==> config.mk <==
export PLATFORM = sky130hd
export DESIGN_NAME = dm_align_top
export DESIGN_NICKNAME = d
export VERILOG_FILES = /design/src/rtl/dm_align_pkg.sv /design/src/rtl/dm_disp_calc.sv /design/src/rtl/dm_digit_step.sv /design/src/rtl/dm_period_shift.sv /design/src/rtl/dm_align_top.sv
export SDC_FILE = /design/constraint.sdc
export NUM_CORES = 1
export LEC_CHECK = 0
export CORE_ASPECT_RATIO = 1.1
export CORE_MARGIN = 2
export CORE_UTILIZATION = 34
export DETAILED_ROUTE_END_ITERATION = 10
export HOLD_SLACK_MARGIN = 0.1
export PLACE_DENSITY = 0.54
export SLEW_MARGIN = 40
export SYNTH_ARGS = -nofsm -noshare
export SYNTH_HDL_FRONTEND = slang
export SYNTH_SLANG_ARGS = --single-unit
==> constraint.sdc <==
create_clock -name clk -period 33.9 [get_ports clk]
set_input_delay 10.17 -clock clk [delete_from_list [all_inputs] [get_ports clk]]
set_output_delay 10.17 -clock clk [all_outputs]
set_load 0.01 [all_outputs]
==> src/rtl/dm_align_pkg.sv <==
// Package: shared encodings and helpers for the double-mantissa aligner.
// Assumes mantissa widths of at most 64 bits.
package dm_align_pkg;

    // Which operand has its fixed/repeating boundary moved.
    typedef enum logic [1:0] {
        MOVE_NONE = 2'd0,
        MOVE_A    = 2'd1,
        MOVE_B    = 2'd2
    } move_e;

    // Mask with the n low bits set; n of 64 or more gives all ones.
    function automatic logic [63:0] low_mask(input logic [7:0] n);
        if (n >= 8'd64) return '1;
        return (64'd1 << n) - 64'd1;
    endfunction

endpackage

==> src/rtl/dm_disp_calc.sv <==
// Module: dm_disp_calc
// Computes the signed alignment distance (exponent gap minus fixed-length
// gap) with complement-and-add subtractors, and derives the operand to move
// and the distance magnitude. Assumes DISP_W holds the full range of results.
module dm_disp_calc
    import dm_align_pkg::*;
#(
    parameter int EXP_W  = 5,
    parameter int LEN_W  = 4,
    parameter int DISP_W = 7
) (
    input  logic [EXP_W-1:0]  a_exp,
    input  logic [EXP_W-1:0]  b_exp,
    input  logic [LEN_W-1:0]  a_flen,
    input  logic [LEN_W-1:0]  b_flen,
    output logic [DISP_W-1:0] disp,
    output logic [DISP_W-1:0] mag,
    output move_e             move
);

    logic [DISP_W-1:0] ea_x, eb_x, la_x, lb_x;
    logic [DISP_W-1:0] exp_gap, len_gap;

    // Widen both pairs so that the modular sums carry the sign correctly.
    always_comb begin
        ea_x = {{(DISP_W-EXP_W){1'b0}}, a_exp};
        eb_x = {{(DISP_W-EXP_W){1'b0}}, b_exp};
        la_x = {{(DISP_W-LEN_W){1'b0}}, a_flen};
        lb_x = {{(DISP_W-LEN_W){1'b0}}, b_flen};
    end

    // Three complement-and-add steps: both gaps, then the displacement.
    always_comb begin
        exp_gap = ea_x + ~eb_x + {{(DISP_W-1){1'b0}}, 1'b1};
        len_gap = la_x + ~lb_x + {{(DISP_W-1){1'b0}}, 1'b1};
        disp    = exp_gap + ~len_gap + {{(DISP_W-1){1'b0}}, 1'b1};
    end

    // The sign picks the operand; the magnitude is the step count.
    always_comb begin
        if (disp == '0) begin
            move = MOVE_NONE;
            mag  = '0;
        end else if (disp[DISP_W-1]) begin
            move = MOVE_B;
            mag  = ~disp + {{(DISP_W-1){1'b0}}, 1'b1};
        end else begin
            move = MOVE_A;
            mag  = disp;
        end
    end

    // a nonzero magnitude always names an operand, a zero one never does.
    always_comb begin
        a_r2_mag_vs_move: assert ((mag == '0) == (move == MOVE_NONE))
            else $error("R2: magnitude and move selection disagree");
    end

endmodule

==> src/rtl/dm_digit_step.sv <==
// Module: dm_digit_step
// One boundary step: when enabled, appends the head repeating digit to the
// fixed field and rotates the repeating field left by one inside plen bits.
// Assumes 1 <= plen <= MANT_W and inputs already masked to their lengths.
module dm_digit_step
    import dm_align_pkg::*;
#(
    parameter int MANT_W = 8,
    parameter int LEN_W  = 4
) (
    input  logic              en,
    input  logic [LEN_W-1:0]  plen,
    input  logic [MANT_W-1:0] fix_i,
    input  logic [MANT_W-1:0] per_i,
    output logic [MANT_W-1:0] fix_o,
    output logic [MANT_W-1:0] per_o
);

    logic [MANT_W-1:0] pmask;
    logic              head;
    logic [LEN_W-1:0]  head_idx;

    // Locate the first repeating digit and the period mask.
    always_comb begin
        pmask    = low_mask(8'(plen))[MANT_W-1:0];
        head_idx = plen - {{(LEN_W-1){1'b0}}, 1'b1};
        head     = (plen != '0) ? per_i[head_idx] : 1'b0;
    end

    // Apply the step or pass the fields through.
    always_comb begin
        if (en) begin
            fix_o = {fix_i[MANT_W-2:0], head};
            per_o = {per_i[MANT_W-2:0], head} & pmask;
        end else begin
            fix_o = fix_i;
            per_o = per_i;
        end
    end

endmodule

==> src/rtl/dm_period_shift.sv <==
// Module: dm_period_shift
// Moves the fixed/repeating boundary by 'steps' digits using an unrolled
// chain of MANT_W single-digit stages. Assumes steps <= MANT_W - flen so the
// fixed field never loses a digit, and inputs masked to their lengths.
module dm_period_shift #(
    parameter int MANT_W = 8,
    parameter int LEN_W  = 4
) (
    input  logic [LEN_W-1:0]  steps,
    input  logic [LEN_W-1:0]  plen,
    input  logic [MANT_W-1:0] fix_i,
    input  logic [MANT_W-1:0] per_i,
    output logic [MANT_W-1:0] fix_o,
    output logic [MANT_W-1:0] per_o
);

    logic [MANT_W-1:0] fix_c [MANT_W+1];
    logic [MANT_W-1:0] per_c [MANT_W+1];

    // Feed the chain with the incoming fields.
    always_comb begin
        fix_c[0] = fix_i;
        per_c[0] = per_i;
    end

    genvar s;
    generate
        for (s = 0; s < MANT_W; s++) begin : g_stage
            localparam logic [LEN_W-1:0] IDX = LEN_W'(s);
            logic stage_en;
            assign stage_en = (IDX < steps);
            dm_digit_step #(.MANT_W(MANT_W), .LEN_W(LEN_W)) u_step (
                .en    (stage_en),
                .plen  (plen),
                .fix_i (fix_c[s]),
                .per_i (per_c[s]),
                .fix_o (fix_c[s+1]),
                .per_o (per_c[s+1])
            );
        end
    endgenerate

    // Take the fields from the end of the chain.
    always_comb begin
        fix_o = fix_c[MANT_W];
        per_o = per_c[MANT_W];
    end

    // a rotation keeps the number of set digits in the period.
    always_comb begin
        if (plen != '0) begin
            a_r4_rotation_keeps_ones: assert ($countones(per_o) == $countones(per_i))
                else $error("R4: rotation changed the repeating digit count");
        end
    end

endmodule

==> src/rtl/dm_align_top.sv <==
// Module: dm_align_top
// Aligns two double-mantissa operands: computes the displacement, extends the
// operand whose fixed part ends at the higher weight, clamps at MANT_W with
// an overflow flag, and registers the result behind a valid/ready pair.
// Assumes flen <= MANT_W, 1 <= plen <= MANT_W, MANT_W <= 64.
module dm_align_top
    import dm_align_pkg::*;
#(
    parameter int EXP_W  = 5,
    parameter int MANT_W = 8,
    parameter int LEN_W  = $clog2(MANT_W + 1),
    parameter int DISP_W = ((EXP_W > LEN_W) ? EXP_W : LEN_W) + 2
) (
    input  logic              clk,
    input  logic              rst_n,
    input  logic              in_valid,
    output logic              in_ready,
    input  logic [EXP_W-1:0]  a_exp,
    input  logic [LEN_W-1:0]  a_flen,
    input  logic [LEN_W-1:0]  a_plen,
    input  logic [MANT_W-1:0] a_fix,
    input  logic [MANT_W-1:0] a_per,
    input  logic [EXP_W-1:0]  b_exp,
    input  logic [LEN_W-1:0]  b_flen,
    input  logic [LEN_W-1:0]  b_plen,
    input  logic [MANT_W-1:0] b_fix,
    input  logic [MANT_W-1:0] b_per,
    output logic              out_valid,
    input  logic              out_ready,
    output logic [DISP_W-1:0] out_disp,
    output logic              out_moved_a,
    output logic              out_moved_b,
    output logic              out_ovf,
    output logic [LEN_W-1:0]  out_a_flen,
    output logic [MANT_W-1:0] out_a_fix,
    output logic [MANT_W-1:0] out_a_per,
    output logic [LEN_W-1:0]  out_b_flen,
    output logic [MANT_W-1:0] out_b_fix,
    output logic [MANT_W-1:0] out_b_per
);

    localparam logic [LEN_W-1:0] FULL_LEN = LEN_W'(MANT_W);

    logic [DISP_W-1:0] disp, mag;
    move_e             move;
    logic [MANT_W-1:0] a_fix_m, a_per_m, b_fix_m, b_per_m;
    logic [LEN_W-1:0]  sel_flen, sel_plen, room, steps, new_flen;
    logic [MANT_W-1:0] sel_fix, sel_per, sh_fix, sh_per;
    logic              ovf;

    // Clear every digit above the declared field lengths.
    always_comb begin
        a_fix_m = a_fix & low_mask(8'(a_flen))[MANT_W-1:0];
        a_per_m = a_per & low_mask(8'(a_plen))[MANT_W-1:0];
        b_fix_m = b_fix & low_mask(8'(b_flen))[MANT_W-1:0];
        b_per_m = b_per & low_mask(8'(b_plen))[MANT_W-1:0];
    end

    dm_disp_calc #(.EXP_W(EXP_W), .LEN_W(LEN_W), .DISP_W(DISP_W)) u_disp (
        .a_exp  (a_exp),
        .b_exp  (b_exp),
        .a_flen (a_flen),
        .b_flen (b_flen),
        .disp   (disp),
        .mag    (mag),
        .move   (move)
    );

    // Route the operand to be extended into the single shifter.
    always_comb begin
        if (move == MOVE_B) begin
            sel_flen = b_flen;
            sel_plen = b_plen;
            sel_fix  = b_fix_m;
            sel_per  = b_per_m;
        end else begin
            sel_flen = a_flen;
            sel_plen = a_plen;
            sel_fix  = a_fix_m;
            sel_per  = a_per_m;
        end
    end

    // Limit the step count to the free room in the fixed field.
    always_comb begin
        room = FULL_LEN - sel_flen;
        if (mag > {{(DISP_W-LEN_W){1'b0}}, room}) begin
            ovf   = 1'b1;
            steps = room;
        end else begin
            ovf   = 1'b0;
            steps = mag[LEN_W-1:0];
        end
        new_flen = sel_flen + steps;
    end

    dm_period_shift #(.MANT_W(MANT_W), .LEN_W(LEN_W)) u_shift (
        .steps (steps),
        .plen  (sel_plen),
        .fix_i (sel_fix),
        .per_i (sel_per),
        .fix_o (sh_fix),
        .per_o (sh_per)
    );

    // Accept a new pair whenever the output slot is free or being drained.
    always_comb in_ready = !out_valid || out_ready;

    // Output valid flag with synchronous reset.
    always_ff @(posedge clk) begin
        if (!rst_n)        out_valid <= 1'b0;
        else if (in_ready) out_valid <= in_valid;
    end

    // Capture the aligned pair on acceptance.
    always_ff @(posedge clk) begin
        if (rst_n && in_ready && in_valid) begin
            out_disp    <= disp;
            out_moved_a <= (move == MOVE_A);
            out_moved_b <= (move == MOVE_B);
            out_ovf     <= ovf;
            out_a_flen  <= (move == MOVE_A) ? new_flen : a_flen;
            out_a_fix   <= (move == MOVE_A) ? sh_fix   : a_fix_m;
            out_a_per   <= (move == MOVE_A) ? sh_per   : a_per_m;
            out_b_flen  <= (move == MOVE_B) ? new_flen : b_flen;
            out_b_fix   <= (move == MOVE_B) ? sh_fix   : b_fix_m;
            out_b_per   <= (move == MOVE_B) ? sh_per   : b_per_m;
        end
    end

    // the moved flag matches the sign of the registered displacement.
    a_r2_flag_follows_sign: assert property (@(posedge clk) disable iff (!rst_n)
        out_valid |-> (out_moved_a == ($signed(out_disp) > 0)) &&
                      (out_moved_b == ($signed(out_disp) < 0)))
        else $error("R2: moved flag disagrees with displacement sign");

    // a fixed length never exceeds the register width.
    a_r5_flen_bound: assert property (@(posedge clk) disable iff (!rst_n)
        out_valid |-> (out_a_flen <= FULL_LEN) && (out_b_flen <= FULL_LEN))
        else $error("R5: fixed length beyond register width");

    // an overflow leaves the extended operand full.
    a_r6_ovf_clamped: assert property (@(posedge clk) disable iff (!rst_n)
        out_valid && out_ovf |->
            ((out_moved_a ? out_a_flen : out_b_flen) == FULL_LEN))
        else $error("R6: overflow without clamped length");

    // a zero displacement moves nothing and never overflows.
    a_r7_zero_quiet: assert property (@(posedge clk) disable iff (!rst_n)
        out_valid && (out_disp == '0) |-> !out_moved_a && !out_moved_b && !out_ovf)
        else $error("R7: zero displacement moved an operand");

    // an accepted pair is presented on the next cycle.
    a_r9_accept_next: assert property (@(posedge clk) disable iff (!rst_n)
        in_valid && in_ready |=> out_valid)
        else $error("R9: accepted pair not presented");

    // a stalled result holds steady.
    a_r9_hold_stalled: assert property (@(posedge clk) disable iff (!rst_n)
        out_valid && !out_ready |=> out_valid && $stable(out_disp) &&
            $stable(out_a_fix) && $stable(out_b_fix) &&
            $stable(out_a_per) && $stable(out_b_per))
        else $error("R9: stalled result changed");

endmodule

Yosys cells after proc, flatten, opt, wreduce, memory -nomap -nowiden
Cells that the tools add are included.
{ "op_classes": {"mul": 0, "n_bitwise": 16, "magnitude_cmp": 10, "addsub": 15, "n_reduce_logical": 6, "n_shift": 5, "eq_ne": 2, "div": 0, "mux": 56} }
{ "ops": {"columns": ["op", "count"], "rows": [
  ["$mux W8", 22],
  ["$and A8 B8 Y8", 12],
  ["$shl A1 B4 Y8 const A", 5],
  ["$sub A8 B1 Y8 const B", 5],
  ["$add A7 B1 Y7 const B", 4],
  ["$bmux W1 S3", 8],
  ["$mux W4", 5],
  ["$mux W1", 17],
  ["$lt A3 B4 Y1 const A", 4],
  ["$mux W7", 2],
  ["$not A7 Y7", 2],
  ["$lt A1 B4 Y1 const A", 2],
  ["$lt A2 B4 Y1 const A", 2],
  ["$add A4 B7 Y7", 1],
  ["$add A5 B7 Y7", 1],
  ["$add A7 B7 Y7", 1],
  ["$gt A7 B4 Y1", 1],
  ["$logic_not A7 Y1", 1],
  ["$not A4 Y7", 1],
  ["$not A5 Y7", 1],
  ["$add A4 B4 Y4", 1],
  ["$lt A4 B4 Y1 const B", 1],
  ["$mux W2", 2],
  ["$reduce_bool A4 Y1", 1],
  ["7 further kinds", 8]
]} }
{ "word_totals": {"latch_bits": 0, "romBits": 0, "n_memories": 0, "mem_bits_rw": 0, "word_cells": 121, "ff_bits": 51, "out_inout_bits": 52} }

Longest topological paths before layout
{ "logic_depth": {"ltp_word": 52, "ltp_mapped": 48} }

By module
From an unflattened synthesis, not the netlist that was laid out.
{ "unflattened": {"hier_cells": 1036, "hier_area_um2": 8479.4} }
{ "by_module_without_submodules": {"columns": ["module", "cells_each", "area_each_um2", "instances"], "rows": [
  ["dm_digit_step", 71, 555.5, 8],
  ["dm_align_top", 366, 3260.6, 1],
  ["dm_disp_calc", 94, 714.4, 1],
  ["dm_period_shift", 8, 60.1, 1]
]} }

Worst setup path after synthesis
Ideal clock, no wire load.
{ "synth_timing": {"path_kind": "input to output", "from": "in out_ready", "to": "out in_ready", "slack_ns": 13.384, "path_stages": 1, "arrival_time_ns": 10.346, "path_buffers": 0, "required_time_ns": 23.730, "cell_sequence": "nand2b_1"} }
{ "synth_between": {"elab_chain_len": 1} }
{ "synth_rtl": {"columns": ["item", "line_no", "source"], "rows": [
  ["start, declared", "dm_align_top.sv:29", "input logic out_ready,"],
  ["$logic_or A1 B1 Y1", "dm_align_top.sv:107", "always_comb in_ready = !out_valid || out_ready;"],
  ["end, declared", "dm_align_top.sv:17", "output logic in_ready,"]
]} }
Every way passes these cells.

Worst setup path in the final report
Ends and elaborated chain as after synthesis.

==> impl_metrics.yaml <==
yosys:
  synthTopCellsByArea: "edfxtp_1, mux2i_1, nand2_1"
  syn_nets: 1154
  synth_warnings: 0
  netlist.area_leader.share: 0.185
  synth-seq-cells: 51
  ys_types: 105
  synth_top_cells_by_count: "nand2_1, nor2_1, a21oi_1, o21ai_0, mux2i_1"
  synthesis.area_mm2: 0.00812
  synth_edf_count: 50
  postSynth.asyncResetShare: 0
  yosysMostFrequentCell: "nand2_1"
  synthCells: 1055
  avgSynthCellArea_um2: 7.70
  synthFlopType: "edfxtp_1"
  yosysTopAreaCell: "edfxtp_1"
  seq_area_frac_synth: 0.187
clock_tree:
  cts_resized: 0
  cts-root-buf: "clkbuf_16"
  cts_tree: "built"
  clock_path_buffers: 2
  htree_levels: 2
  clock_latency_ns: 0.30
  cts_num_sinks: 51
  numCtsBuffers: 5
  post_cts_buffers: 0
  clk_pin_slew_ns: 0.07
  hold_buffers: 0
cells_and_area:
  area_growth_pct: 18.7
  n_fill_cell: 2410
  drive_above_1_share: 0.0943
  nets: 1222
  n_antenna_cell: 0
  seq_area_mm2: 0.00152
  multi_input_area_mm2: 0.00610
floorplan:
  start_util: 0.345
  io_pins: 114
  die_w_um: 151
  rows: 59
  core_mm2: 0.0235
  die_area_mm2: 0.0251
  fp.dieH_um: 166
global_routing:
  grt_usage: 0.244
  grt_pass1_vias: 8360
  grt_max_degree: 51
  overflow: 0
  grt_pass1_wl_um: 48100
  grt_antenna_before_repair: 0
timing:
  setup_viol: 0
  drv_slew: 0
  hold_violations: 0
  setup_ws_ns: 12.44
  tightest_slew_ns: 0.814
  fin_crit_sh: 0.633
  fin_skew_ns: 0.00639
  fin_crit_ns: 21.46
  max_freq_ghz: 0.0466
  rsz0062_at_grt: "no"
  setup-tns-final_ns: 0
  relSlewSlack: 0.454
drt:
  vias_per_cell: 6.08
  drt_first_pass_iters: 5
  antenna_left: 0
  wl_um: 30900
  wl_met3_um: 1770
  routed.top_layer: "met4"
  wire_per_inst_um: 21.6
  drtIter0Drc: 748
  wl_met1_um: 13100
  drc: 0
  num_vias: 8687
  wl_met2_um: 14700
setup_path:
  cp_cell_sequence: "clkdlybuf4s50_1, nand2b_1, clkdlybuf4s50_1"
  max_stage_delay_ns: 0.55
  endpoint_kind: "output pin"
  path_common_cell: "clkdlybuf4s50_1"
  worstPathBufferInverterCount: 2
  required_ns: 23.73
  slowest_stage: "clkdlybuf4s50_1"
  path_class: "in -> out"
  critPathTopFamily: "buffers and inverters"
  arrival_ns: 11.29
  worst-path-max-fanout: 3
  start_kind: "primary input"
run:
  drv_cap: 0
place:
  preCtsSetupSlack_ns: 12.44
  post-dp-hpwl_um: 24100
  numPortBuffers: 113
  place_congestion: 1.00
hold_path:
  hold_class: "reg -> reg"
status:
  outcome: "completed"
-- metrics by stage --
stage          cell area, um2  std cells   util  hold slack, ns
6_report                 9640       1429  0.409           0.539
4_1_cts                  9630       1429  0.409           0.547
3_3_place_gp             9420       1420  0.400           0.526
3_5_place_dp             9430       1421  0.401           0.535
2_1_floorplan            8120       1055      -           0.610
5_1_grt                  9640       1429  0.409           0.566
-- worst reg2reg max path: stages, from the launching register on --
cell	delay [ns]
dfxtp_1	0.31
nand2b_1	0.10
and3_2	0.18
buf_4	0.52
-- state kept, by name, summed over array words and instances, names as in the netlist --
signal and cells:
out_moved_a 1, out_b_per 8, out_b_fix 8, out_valid 1, out_a_fix 8, out_disp 7
out_a_flen 4, out_ovf 1, out_a_per 8, out_moved_b 1, out_b_flen 4
-- per-layer routing --
| layer | up-vias | GRT usage |
|---|---|---|
| met3 | 69 | 0.0157 |
| met1 | 4124 | 0.324 |
| li1 | 4111 | - |
| met5 | - | 0 |
| met2 | 383 | 0.407 |
| met4 | 0 | 0.101 |
-- path summary, 6_finish.rpt --
| kind | startpoint | endpoint | slack [ns] | cells past startpoint |
|---|---|---|---|---|
| max | out_ready | in_ready | 12.44 | 3 |
| min | out_valid | out_valid | 0.54 | 2 |
| max reg2reg | out_valid | out_disp[1] | 32.39 | 3 |
| min reg2reg | out_valid | out_valid | 0.54 | 2 |
-- layout make-up --
class	count	share of cell area
sequential	51	0.158
multi-input combinational	885	0.633
timing repair buffer	128	0.129
tap	305	0.0396
inverter	52	0.0205
clock buffer	5	0.0130
clock inverter	3	0.00701
-- cells in the final DEF (no fill, tap or decap), types with 4 or more instances in the layout --
master	n
nand2_1	114
nor2_1	113
clkdlybuf4s50_1	113
a21oi_1	69
o21ai_0	64
mux2i_1	50
edfxtp_1	50
inv_1	47
nand3_1	30
ha_1	30
nor3_1	29
a211oi_1	25
o211ai_1	21
a31oi_1	19
o21a_1	18
mux2_2	17
nor4_1	17
buf_4	14
and2_1	13
a22oi_1	13
nor2b_1	12
nand2b_1	12
xnor2_1	11
a21o_1	10
xor2_1	10
nand4_1	9
o31ai_1	9
a32oi_1	8
and3_1	8
o22ai_1	8
o21ai_1	8
or3_1	7
a211o_1	7
fa_1	7
a311oi_1	5
clkbuf_16	5
a211oi_2	4
a31o_2	4
o41ai_1	4
o221ai_1	4
-- cell families after synthesis --
logic type                 Yosys count  share of synthesized area
AOI/OAI and AO/OA                  363                      0.330
xor gates and xnor gates            24                     0.0300
adders and majority gates           37                     0.0635
buffers and inverters              119                     0.0638
DFF                                 51                      0.187
muxes                               72                     0.0957
and+or+nand+nor                    389                      0.230
Power is not shown: default switching activity piles up to over one toggle a cycle in this logic, so the estimate is an artifact.
